==> src/rtl/mbt_pkg.sv <==
package mbt_pkg;

  localparam logic [2:0] KIND_READ  = 3'b000;
  localparam logic [2:0] KIND_WRITE = 3'b001;

  typedef struct packed {
    logic       latchAddr;
    logic       wrEn;
    logic       rdLoad;
    logic       rdLast;
    logic       isBlock;
    logic [2:0] beat;
  } strobe_t;

  function automatic logic [7:0] enables64(input logic [2:0] start, input logic [2:0] sizeM1);
    logic [15:0] m;
    m = ((16'd1 << ({1'b0, sizeM1} + 4'd1)) - 16'd1) << start;
    return m[7:0];
  endfunction

  function automatic logic [3:0] enables32(input logic [1:0] start, input logic [2:0] sizeM1);
    logic [15:0] m;
    m = ((16'd1 << ({1'b0, sizeM1} + 4'd1)) - 16'd1) << start;
    return m[3:0];
  endfunction

  function automatic logic lanesEven(input logic [63:0] data, input logic [7:0] chk);
    logic ok;
    ok = 1'b1;
    for (int b = 0; b < 8; b++) begin
      if (^{data[b*8 +: 8], chk[b]}) ok = 1'b0;
    end
    return ok;
  endfunction

endpackage

==> src/rtl/mbt_lane_parity.sv <==
module mbt_lane_parity #(
  parameter int LANES = 8
) (
  input  logic [LANES*8-1:0] data,
  output logic [LANES-1:0]   chk
);
  for (genvar g = 0; g < LANES; g++) begin : gLane
    assign chk[g] = ^data[g*8 +: 8];
  end
endmodule

==> src/rtl/mbt_ctrl.sv <==
module mbt_ctrl
  import mbt_pkg::*;
#(
  parameter int READ_GAP = 1
) (
  input  logic       clk,
  input  logic       rstN,
  input  logic       mode32,
  input  logic       validIn,
  input  logic [8:0] cmdIn,
  output strobe_t    strobe
);
  localparam int GAPW = (READ_GAP > 0) ? $clog2(READ_GAP + 1) : 1;

  typedef enum logic [1:0] {S_IDLE, S_WRITE, S_READ} state_t;

  state_t        state;
  logic [2:0]    beat;
  logic          isBlock;
  logic [GAPW-1:0] gapCnt;

  logic       addrCycle, dataCycle, kindOk, atEnd;
  logic [2:0] lastBeatIdx;

  always_comb begin
    addrCycle   = validIn && !cmdIn[8];
    dataCycle   = validIn && cmdIn[8];
    kindOk      = (cmdIn[7:5] == KIND_READ) || (cmdIn[7:5] == KIND_WRITE);
    lastBeatIdx = mode32 ? 3'd7 : 3'd3;
    atEnd       = !isBlock || (beat == lastBeatIdx);

    strobe.latchAddr = (state == S_IDLE) && addrCycle && kindOk;
    strobe.wrEn      = (state == S_WRITE) && dataCycle;
    strobe.rdLoad    = (state == S_READ) && (gapCnt == '0);
    strobe.rdLast    = atEnd;
    strobe.isBlock   = isBlock;
    strobe.beat      = beat;
  end

  always_ff @(posedge clk) begin
    if (!rstN) begin
      state   <= S_IDLE;
      beat    <= '0;
      isBlock <= 1'b0;
      gapCnt  <= '0;
    end else begin
      case (state)
        S_IDLE: begin
          if (strobe.latchAddr) begin
            isBlock <= cmdIn[3];
            beat    <= '0;
            gapCnt  <= '0;
            state   <= (cmdIn[7:5] == KIND_WRITE) ? S_WRITE : S_READ;
          end
        end
        S_WRITE: begin
          if (dataCycle) begin
            if (cmdIn[0] || atEnd) state <= S_IDLE;
            else beat <= beat + 3'd1;
          end
        end
        S_READ: begin
          if (gapCnt == '0) begin
            if (atEnd) begin
              state <= S_IDLE;
            end else begin
              beat   <= beat + 3'd1;
              gapCnt <= GAPW'(READ_GAP);
            end
          end else begin
            gapCnt <= gapCnt - 1'b1;
          end
        end
        default: state <= S_IDLE;
      endcase
    end
  end

  // the beat index never passes the line length of the current mode
  a_r4_beat_range: assert property (@(posedge clk) disable iff (!rstN)
    (state != S_IDLE) |-> (beat <= lastBeatIdx));

  // an end-marked write data cycle returns the block to idle
  a_r5_last_ends_write: assert property (@(posedge clk) disable iff (!rstN)
    (state == S_WRITE && validIn && cmdIn[8] && cmdIn[0]) |=> (state == S_IDLE));

  // a cycle without validIn never leaves idle
  a_r1_needs_valid: assert property (@(posedge clk) disable iff (!rstN)
    (state == S_IDLE && !validIn) |=> (state == S_IDLE));

endmodule

==> src/rtl/mbt_datapath.sv <==
module mbt_datapath
  import mbt_pkg::*;
#(
  parameter int MEM_WORDS = 32
) (
  input  logic        clk,
  input  logic        rstN,
  input  logic        mode32,
  input  logic        validIn,
  input  logic [63:0] busIn,
  input  logic [7:0]  busInChk,
  input  logic [8:0]  cmdIn,
  input  logic        cmdInPar,
  input  strobe_t     strobe,
  output logic [63:0] busOut,
  output logic [7:0]  busOutChk,
  output logic [8:0]  cmdOut,
  output logic        cmdOutPar,
  output logic        busOutValid,
  output logic        parErrPulse,
  output logic        parErrSticky
);
  localparam int IDXW = $clog2(MEM_WORDS);

  logic [63:0] mem [MEM_WORDS];
  logic [31:0] addrReg;
  logic [2:0]  sizeReg;

  logic [IDXW-1:0] wordIdx;
  logic            halfSel;
  logic [1:0]      beatPair;
  logic [7:0]      wrMask;
  logic [3:0]      mask4;
  logic [63:0]     wrData, rdWord, rdSel;
  logic [7:0]      outChk, inChk, laneBad;
  logic [8:0]      cmdNext;
  logic            anyErr;

  always_ff @(posedge clk) begin
    if (!rstN) begin
      addrReg <= '0;
      sizeReg <= '0;
    end else if (strobe.latchAddr) begin
      addrReg <= busIn[31:0];
      sizeReg <= cmdIn[2:0];
    end
  end

  always_comb begin
    beatPair = mode32 ? strobe.beat[2:1] : strobe.beat[1:0];
    if (strobe.isBlock) begin
      wordIdx = {addrReg[IDXW+2:5], beatPair};
      halfSel = strobe.beat[0];
    end else begin
      wordIdx = addrReg[IDXW+2:3];
      halfSel = addrReg[2];
    end
    mask4 = enables32(addrReg[1:0], sizeReg);
    if (strobe.isBlock) wrMask = mode32 ? (halfSel ? 8'hF0 : 8'h0F) : 8'hFF;
    else if (mode32)    wrMask = halfSel ? {mask4, 4'h0} : {4'h0, mask4};
    else                wrMask = enables64(addrReg[2:0], sizeReg);
    wrData  = mode32 ? {busIn[31:0], busIn[31:0]} : busIn;
    rdWord  = mem[wordIdx];
    rdSel   = mode32 ? {32'h0, (halfSel ? rdWord[63:32] : rdWord[31:0])} : rdWord;
    cmdNext = {1'b1, 7'h00, strobe.rdLast};
  end

  always_ff @(posedge clk) begin
    if (strobe.wrEn) begin
      for (int b = 0; b < 8; b++) begin
        if (wrMask[b]) mem[wordIdx][b*8 +: 8] <= wrData[b*8 +: 8];
      end
    end
  end

  mbt_lane_parity #(.LANES(8)) u_outPar (.data(rdSel), .chk(outChk));
  mbt_lane_parity #(.LANES(8)) u_inPar  (.data(busIn), .chk(inChk));

  always_ff @(posedge clk) begin
    if (!rstN) begin
      busOut      <= '0;
      busOutChk   <= '0;
      cmdOut      <= '0;
      cmdOutPar   <= 1'b0;
      busOutValid <= 1'b0;
    end else if (strobe.rdLoad) begin
      busOut      <= rdSel;
      busOutChk   <= outChk;
      cmdOut      <= cmdNext;
      cmdOutPar   <= ^cmdNext;
      busOutValid <= 1'b1;
    end else begin
      busOut      <= '0;
      busOutChk   <= '0;
      cmdOut      <= '0;
      cmdOutPar   <= 1'b0;
      busOutValid <= 1'b0;
    end
  end

  always_comb begin
    laneBad = (inChk ^ busInChk) & (mode32 ? 8'h0F : 8'hFF);
    anyErr  = validIn && ((|laneBad) || ((^cmdIn) != cmdInPar));
  end

  always_ff @(posedge clk) begin
    if (!rstN) begin
      parErrPulse  <= 1'b0;
      parErrSticky <= 1'b0;
    end else begin
      parErrPulse  <= anyErr;
      parErrSticky <= parErrSticky | anyErr;
    end
  end

  // every returned lane and the returned command have even parity
  a_r8_lane_parity: assert property (@(posedge clk) disable iff (!rstN)
    busOutValid |-> lanesEven(busOut, busOutChk));
  a_r8_cmd_parity: assert property (@(posedge clk) disable iff (!rstN)
    busOutValid |-> !(^{cmdOut, cmdOutPar}));

  // upper lanes stay zero in 32-bit mode
  a_r7_upper_zero: assert property (@(posedge clk) disable iff (!rstN)
    (busOutValid && mode32) |-> (busOut[63:32] == 32'h0));

  // the end-marked beat is followed by an idle cycle
  a_r6_last_then_idle: assert property (@(posedge clk) disable iff (!rstN)
    (busOutValid && cmdOut[0]) |=> !busOutValid);

  // the sticky flag never clears and covers every pulse
  a_r9_sticky_holds: assert property (@(posedge clk) disable iff (!rstN)
    parErrSticky |=> parErrSticky);
  a_r9_pulse_sticky: assert property (@(posedge clk) disable iff (!rstN)
    parErrPulse |-> parErrSticky);

endmodule

==> src/rtl/muxbus_target.sv <==
module muxbus_target
  import mbt_pkg::*;
#(
  parameter int MEM_WORDS = 32,
  parameter int READ_GAP  = 1
) (
  input  logic        clk,
  input  logic        rstN,
  input  logic        mode32,
  input  logic        validIn,
  input  logic [8:0]  cmdIn,
  input  logic        cmdInPar,
  input  logic [63:0] busIn,
  input  logic [7:0]  busInChk,
  output logic [63:0] busOut,
  output logic [7:0]  busOutChk,
  output logic [8:0]  cmdOut,
  output logic        cmdOutPar,
  output logic        busOutValid,
  output logic        parErrPulse,
  output logic        parErrSticky
);
  strobe_t strobe;

  mbt_ctrl #(.READ_GAP(READ_GAP)) u_ctrl (
    .clk(clk), .rstN(rstN), .mode32(mode32), .validIn(validIn),
    .cmdIn(cmdIn), .strobe(strobe)
  );

  mbt_datapath #(.MEM_WORDS(MEM_WORDS)) u_datapath (
    .clk(clk), .rstN(rstN), .mode32(mode32), .validIn(validIn),
    .busIn(busIn), .busInChk(busInChk), .cmdIn(cmdIn), .cmdInPar(cmdInPar),
    .strobe(strobe), .busOut(busOut), .busOutChk(busOutChk), .cmdOut(cmdOut),
    .cmdOutPar(cmdOutPar), .busOutValid(busOutValid),
    .parErrPulse(parErrPulse), .parErrSticky(parErrSticky)
  );

  // no data beat while reset is held
  a_r10_reset_quiet: assert property (@(posedge clk)
    !rstN |=> !busOutValid);

endmodule

==> config.mk <==
export PLATFORM = sky130hd
export DESIGN_NAME = muxbus_target
export DESIGN_NICKNAME = d
export VERILOG_FILES = /design/src/rtl/mbt_pkg.sv /design/src/rtl/mbt_lane_parity.sv /design/src/rtl/mbt_ctrl.sv /design/src/rtl/mbt_datapath.sv /design/src/rtl/muxbus_target.sv
export SDC_FILE = /design/constraint.sdc
export NUM_CORES = 2
export LEC_CHECK = 0
export BUFFER_PORTS_ARGS = -buffer_cell sky130_fd_sc_hd__buf_2
export CAP_MARGIN = 10
export CELL_PAD_IN_SITES_DETAIL_PLACEMENT = 0
export CELL_PAD_IN_SITES_GLOBAL_PLACEMENT = 1
export CORE_MARGIN = 2
export CORE_UTILIZATION = 28
export CTS_BUF_LIST = sky130_fd_sc_hd__clkbuf_16
export CTS_CLUSTER_SIZE = 16
export DETAILED_ROUTE_END_ITERATION = 16
export PLACE_DENSITY_LB_ADDON = 0.1
export SLEW_MARGIN = 40
export SYNTH_ARGS = -nofsm -noshare
export SYNTH_HDL_FRONTEND = slang
export SYNTH_SLANG_ARGS = --single-unit
==> constraint.sdc <==
create_clock -name clk -period 13.5 [get_ports clk]
set_clock_uncertainty 0.1 [all_clocks]
set_input_delay 3.375 -clock clk [delete_from_list [all_inputs] [get_ports clk]]
set_output_delay 3.375 -clock clk [all_outputs]
set_load 0.03 [all_outputs]
# Yosys cells after proc, flatten, opt, wreduce, memory -nomap -nowiden
# Memory sizes are Yosys's and may differ from the RTL's.
# Cells that the tools add are included.
# totals
input_bits	86
memories	1
ramBits	2048
wordCells	135
register_bits	103
out_inout_bits	85
# mem_list
name	depth	word_bits	read_ports	rd_ports_with_merged_regs	write_ports	line_no	text
u_datapath.mem	32	64	1	0	1	mbt_datapath.sv:25	logic [63:0] mem [MEM_WORDS];
# classes
shift	3
n_reduce_logical	41
muxes	56
n_eq_ne	12
bitwise_logic	4
n_addsub	4
# op_table
cell	n
$mux W64	2
$reduce_xor A8 Y1	16
$mux W8	6
$mux W32	1
$mux W1	29
$mux W3	6
$reduce_xor A9 Y1	2
$mux W2	8
$shl A1 B4 Y16 const A	1
$shl A16 B2 Y4	1
$shl A16 B3 Y8	1
$sub A16 B1 Y16 const B	1
$ne A2 B2 Y1 const B	5
$mux W9	1
$pmux W3 S3	1
$and A8 B8 Y8	1
$reduce_or A8 Y1	1
$xor A8 B8 Y8	1
$logic_and A1 B1 Y1	7
$pmux W2 S3	1
$reduce_and A2 Y1	3
$reduce_and A6 Y1	1
$reduce_and A5 Y1	1
$add A3 B1 Y4 const B	1
other kinds (17)	22

# Depth between registers and ports, before layout
# logic_depth
ltp_word	10
depth_mapped	19
ltp_nobuf	11

# By module
# From an unflattened synthesis, not the netlist that was laid out.
# unflattened
hier_cells	5850
area_unflattened_um2	85819.8
# modules_own_cells
mod	area_each_um2	seq_area_each_um2	n_inst	cells_per_inst
mbt_datapath	84299.6	63260.7	1	5674
mbt_lane_parity	490.5	0.0	2	56
mbt_ctrl	539.3	140.1	1	64

# Worst setup path before layout
# No wires, ideal clock.
# synth_path
kind	input -> register
start	in mode32
end	reg u_datapath.busOutChk[1]
setup_time_ps	115
cell_stages	13
path_slack_ps	6907
arrival_time_ps	6378
required_ps	13285
cell_sequence	buf_6 > mux2i_4 > o21ai_2 > buf_6 > buf_6 > buf_2 > mux4_2 > a2111oi_0 > o211ai_1 > o21ai_0 > xor2_1 > xnor3_1 > and2_1
# synth_between
elab_chain_cells	6
# synth_rtl
item	line_no	text
start: declaration	muxbus_target.sv:9	input logic mode32,
$mux W2	mbt_datapath.sv:50	beatPair = mode32 ? strobe.beat[2:1] : strobe.beat[1:0];
$mux W2	mbt_datapath.sv:51	if (strobe.isBlock) begin
$mem_v2 Z32 W64	--	
$mux W32	mbt_datapath.sv:64	rdSel = mode32 ? {32'h0, (halfSel ? rdWord[63:32] : rdWord[31:0])} : rdWord;
$mux W64 (*)	mbt_datapath.sv:64	
$reduce_xor A8 Y1 (*)	mbt_lane_parity.sv:8	assign chk[g] = ^data[g*8 +: 8];
end signal: assignment	mbt_datapath.sv:88	busOutChk <= outChk;
end: declaration	mbt_datapath.sv:16	output logic [7:0] busOutChk,
# Mark *: on every way between the ends. The rest lies on a longest branch, timed or not.
# A chain may end at the register's enable or synchronous reset.

# Final worst setup path
# Ends and elaborated chain as after synthesis.

==> metrics.yaml <==
final-seq-area_um2: 63400
maxCapViolCount: 0
layout_common_cells: "2,048 x edfxtp_1, 581 x mux2i_1, 361 x nand2_1"
period_share_pct: 60.6
ant_nets: 0
fp.dieArea_um2: 311000
initial_utilization_pct: 28.1
postSynthCellCount: 5246
grt_max_degree: 148
clk_pin_slew_worst_paths_ns: 0.06
async_reset_ff_share_pct: 0
routed-via-count: 50400
fillers: 29700
post_route_cells_drive_above_1_share_pct: 20.2
wl_per_cell_um: 34.8
cts-resized-gates: 0
crit_path_end_kind: "flip-flop"
synth_warnings: 0
clockBufferDepth: 4
yosys_register_bits: 2143
synth.distinct_cells: 85
start_kind: "input pin"
die_h_um: 557
critPathLaunch: "mode32"
crit_end: "u_datapath.busOutChk[1]$_SDFF_PN0_"
fin_setup_tns_ns: 0
dp_cells: 9417
arrival_ns: 8.86
grt_first_pass_wirelength_um: 459000
rr_worst_depth: 13
finalSetupViolCount: 0
path_class: "input pin to flip-flop"
synth-edff-count: 2048
report.final.slew_viol_count: 0
fin_nets: 5675
netlist_area_um2: 85700
cts_root_buf: "clkbuf_16"
cts_tree: "built"
finalNonFillerCells: 9892
cts_setup_buffers: 0
numCtsBuffers: 262
grt_pass1_vias: 49800
synthFlopType: "edfxtp_1"
final_common_cell: "edfxtp_1"
overflow: 0
die_w_um: 557
grt_usage_pct: 21.7
power_per_cell_area_nw_per_um2: 147
rr_endpoint: "u_datapath.busOutChk[1]$_SDFF_PN0_"
r2r_start: "u_ctrl.isBlock$_SDFFE_PN0P_"
synth-seq-area-share_pct: 74.0
htree_levels: 5
period_minus_slack_ns: 8.19
hp-class: "flip-flop to flip-flop"
rsz0062_at_grt: "no"
initialDrtViolationCount: 4674
synth_area_leaders: "edfxtp_1 72%, mux2i_1 6.8%, mux4_2 2.4%, dfxtp_1 2.2%, o22ai_1 2.0%"
place_hpwl_um: 219000
gp_congestion: 0.790
wl_um: 345000
ir_drop_mv: 0.0847
finalHoldViolations: 0
r2r_setup_slack_ns: 7.38
drtPass1Iterations: 5
placementRows: 203
critPathMaxFanout: 96
clock_latency_ns: 0.89
worst_pin_slew_ns: 0.945
utilization_pct: 33.0
p_leak_nw: 30.8
antenna_found_initial: 27
cts-hold-fix-buffers: 0
drc: 0
cts.sinks: 2143
relSlewSlack_pct: 36.8
syn_to_final_growth_pct: 17.5
multi_input_area_um2: 21200
status: "complete, no violations"
synth_top_cell_area_share_pct: 71.7
postSynthAreaPerCell_um2: 16.3
required_ns: 14.17
viasPerCell: 5.09
post-synth-top-area-cell: "edfxtp_1"
ios: 171
max_freq_mhz: 122
portBuffers: 163
coreArea_um2: 305000
## per-layer routing
metal | global-route usage (%) | wire [µm]
met3 | 2.71 | 16700
met1 | 29.9 | 153000
met5 | 0 | 0
met2 | 36.0 | 166000
met4 | 5.89 | 8950
## cells in the mapped netlist (all sizes together) (11+ instances only)
| library cell | number |
|---|---|
| o211ai | 223 |
| xor2 | 21 |
| nor2b | 11 |
| a21boi | 14 |
| xnor2 | 94 |
| buf | 205 |
| nor2 | 336 |
| mux4 | 93 |
| mux2i | 583 |
| inv | 12 |
| nand3 | 27 |
| dfxtp | 95 |
| a31oi | 12 |
| a21oi | 248 |
| o21ai | 56 |
| nand2 | 375 |
| mux2 | 68 |
| nor4 | 69 |
| clkbuf | 145 |
| a2111oi | 39 |
| and2 | 15 |
| edfxtp | 2048 |
| o22ai | 277 |
| a22oi | 14 |
| or4 | 24 |
## cells by family (layout without fill, tap and decap cells)
group / count (synthesis) / count (layout) / synth area share (%)
muxes: 744 / 744 / 10.2
other: 2 / 23 / 0.00876
buffers and inverters: 363 / 888 / 2.43
DFF: 2143 / 2143 / 74.0
AOI/OAI and AO/OA: 951 / 951 / 7.25
and+or+nand+nor: 913 / 913 / 4.69
adders and majority gates: 8 / 8 / 0.114
xor gates and xnor gates: 122 / 122 / 1.37
## state kept, by name (all words and copies together), names as in the netlist
register / flops
u_ctrl.beat: 3
u_ctrl.gapCnt: 1
u_ctrl.isBlock: 1
u_ctrl.state: 2
u_datapath.addrReg: 8
u_datapath.busOut: 64
u_datapath.busOutChk: 8
u_datapath.cmdOut: 2
u_datapath.cmdOutPar: 1
u_datapath.mem: 2048
u_datapath.parErrPulse: 1
u_datapath.parErrSticky: 1
u_datapath.sizeReg: 3
## per-stage QoR
step           total power [W]  cell area (µm²)  setup WS [ns]  hold WS (ns)
2_1_floorplan          0.00782            85800           6.91         0.352
3_3_place_gp           0.00821            91900           4.23         0.338
3_5_place_dp           0.00822            92600           4.43         0.345
4_1_cts                 0.0150           101000           5.38         0.359
5_1_grt                 0.0152           101000           5.25         0.383
6_report                0.0148           101000           5.31         0.355
## critical path, stage by stage
cell,delay (ns)
buf_4,0.21
mux2i_4,0.24
buf_4,0.23
o21ai_4,0.38
buf_12,0.53
buf_4,0.73
mux2_2,0.41
a2111oi_1,0.84
and4_1,0.46
a32o_1,0.25
xnor2_1,0.14
xnor3_1,0.27
xnor3_1,0.37
and2_1,0.17
## how the worst min path moves through the flow
stage / slack [ns] / to / startpoint / cells past startpoint
floorplan: 0.35 / u_datapath.addrReg[3]$_SDFFE_PN0P_ / u_datapath.addrReg[3]$_SDFFE_PN0P_ / 2
detailed placement: 0.34 / u_datapath.parErrSticky$_SDFF_PN0_ / u_datapath.parErrSticky$_SDFF_PN0_ / 1
finish: 0.35 / u_datapath.parErrSticky$_SDFF_PN0_ / u_datapath.parErrSticky$_SDFF_PN0_ / 1
global route: 0.38 / u_datapath.cmdOut[0]$_SDFF_PN0_ / u_ctrl.isBlock$_SDFFE_PN0P_ / 1
CTS: 0.36 / u_datapath.parErrSticky$_SDFF_PN0_ / u_datapath.parErrSticky$_SDFF_PN0_ / 1
global placement: 0.34 / u_datapath.parErrSticky$_SDFF_PN0_ / u_datapath.parErrSticky$_SDFF_PN0_ / 1
## layout make-up
cell class              count  area share, %
diodes                     15         0.0373
inverters                  13         0.0559
well taps                4100           5.09
clock inverters           186           1.20
flip-flops and latches   2143           62.9
multi-input cells        2746           21.0
repair buffers            416           2.86
clock buffers             273           6.78
## power by group
part	internal [W]	switching, W
Combinational	0.000201	0.000540
Sequential	0.00732	0.0000104
Clock	0.00388	0.00285
Total	0.0114	0.00340
(Power assumes the default switching activity.)
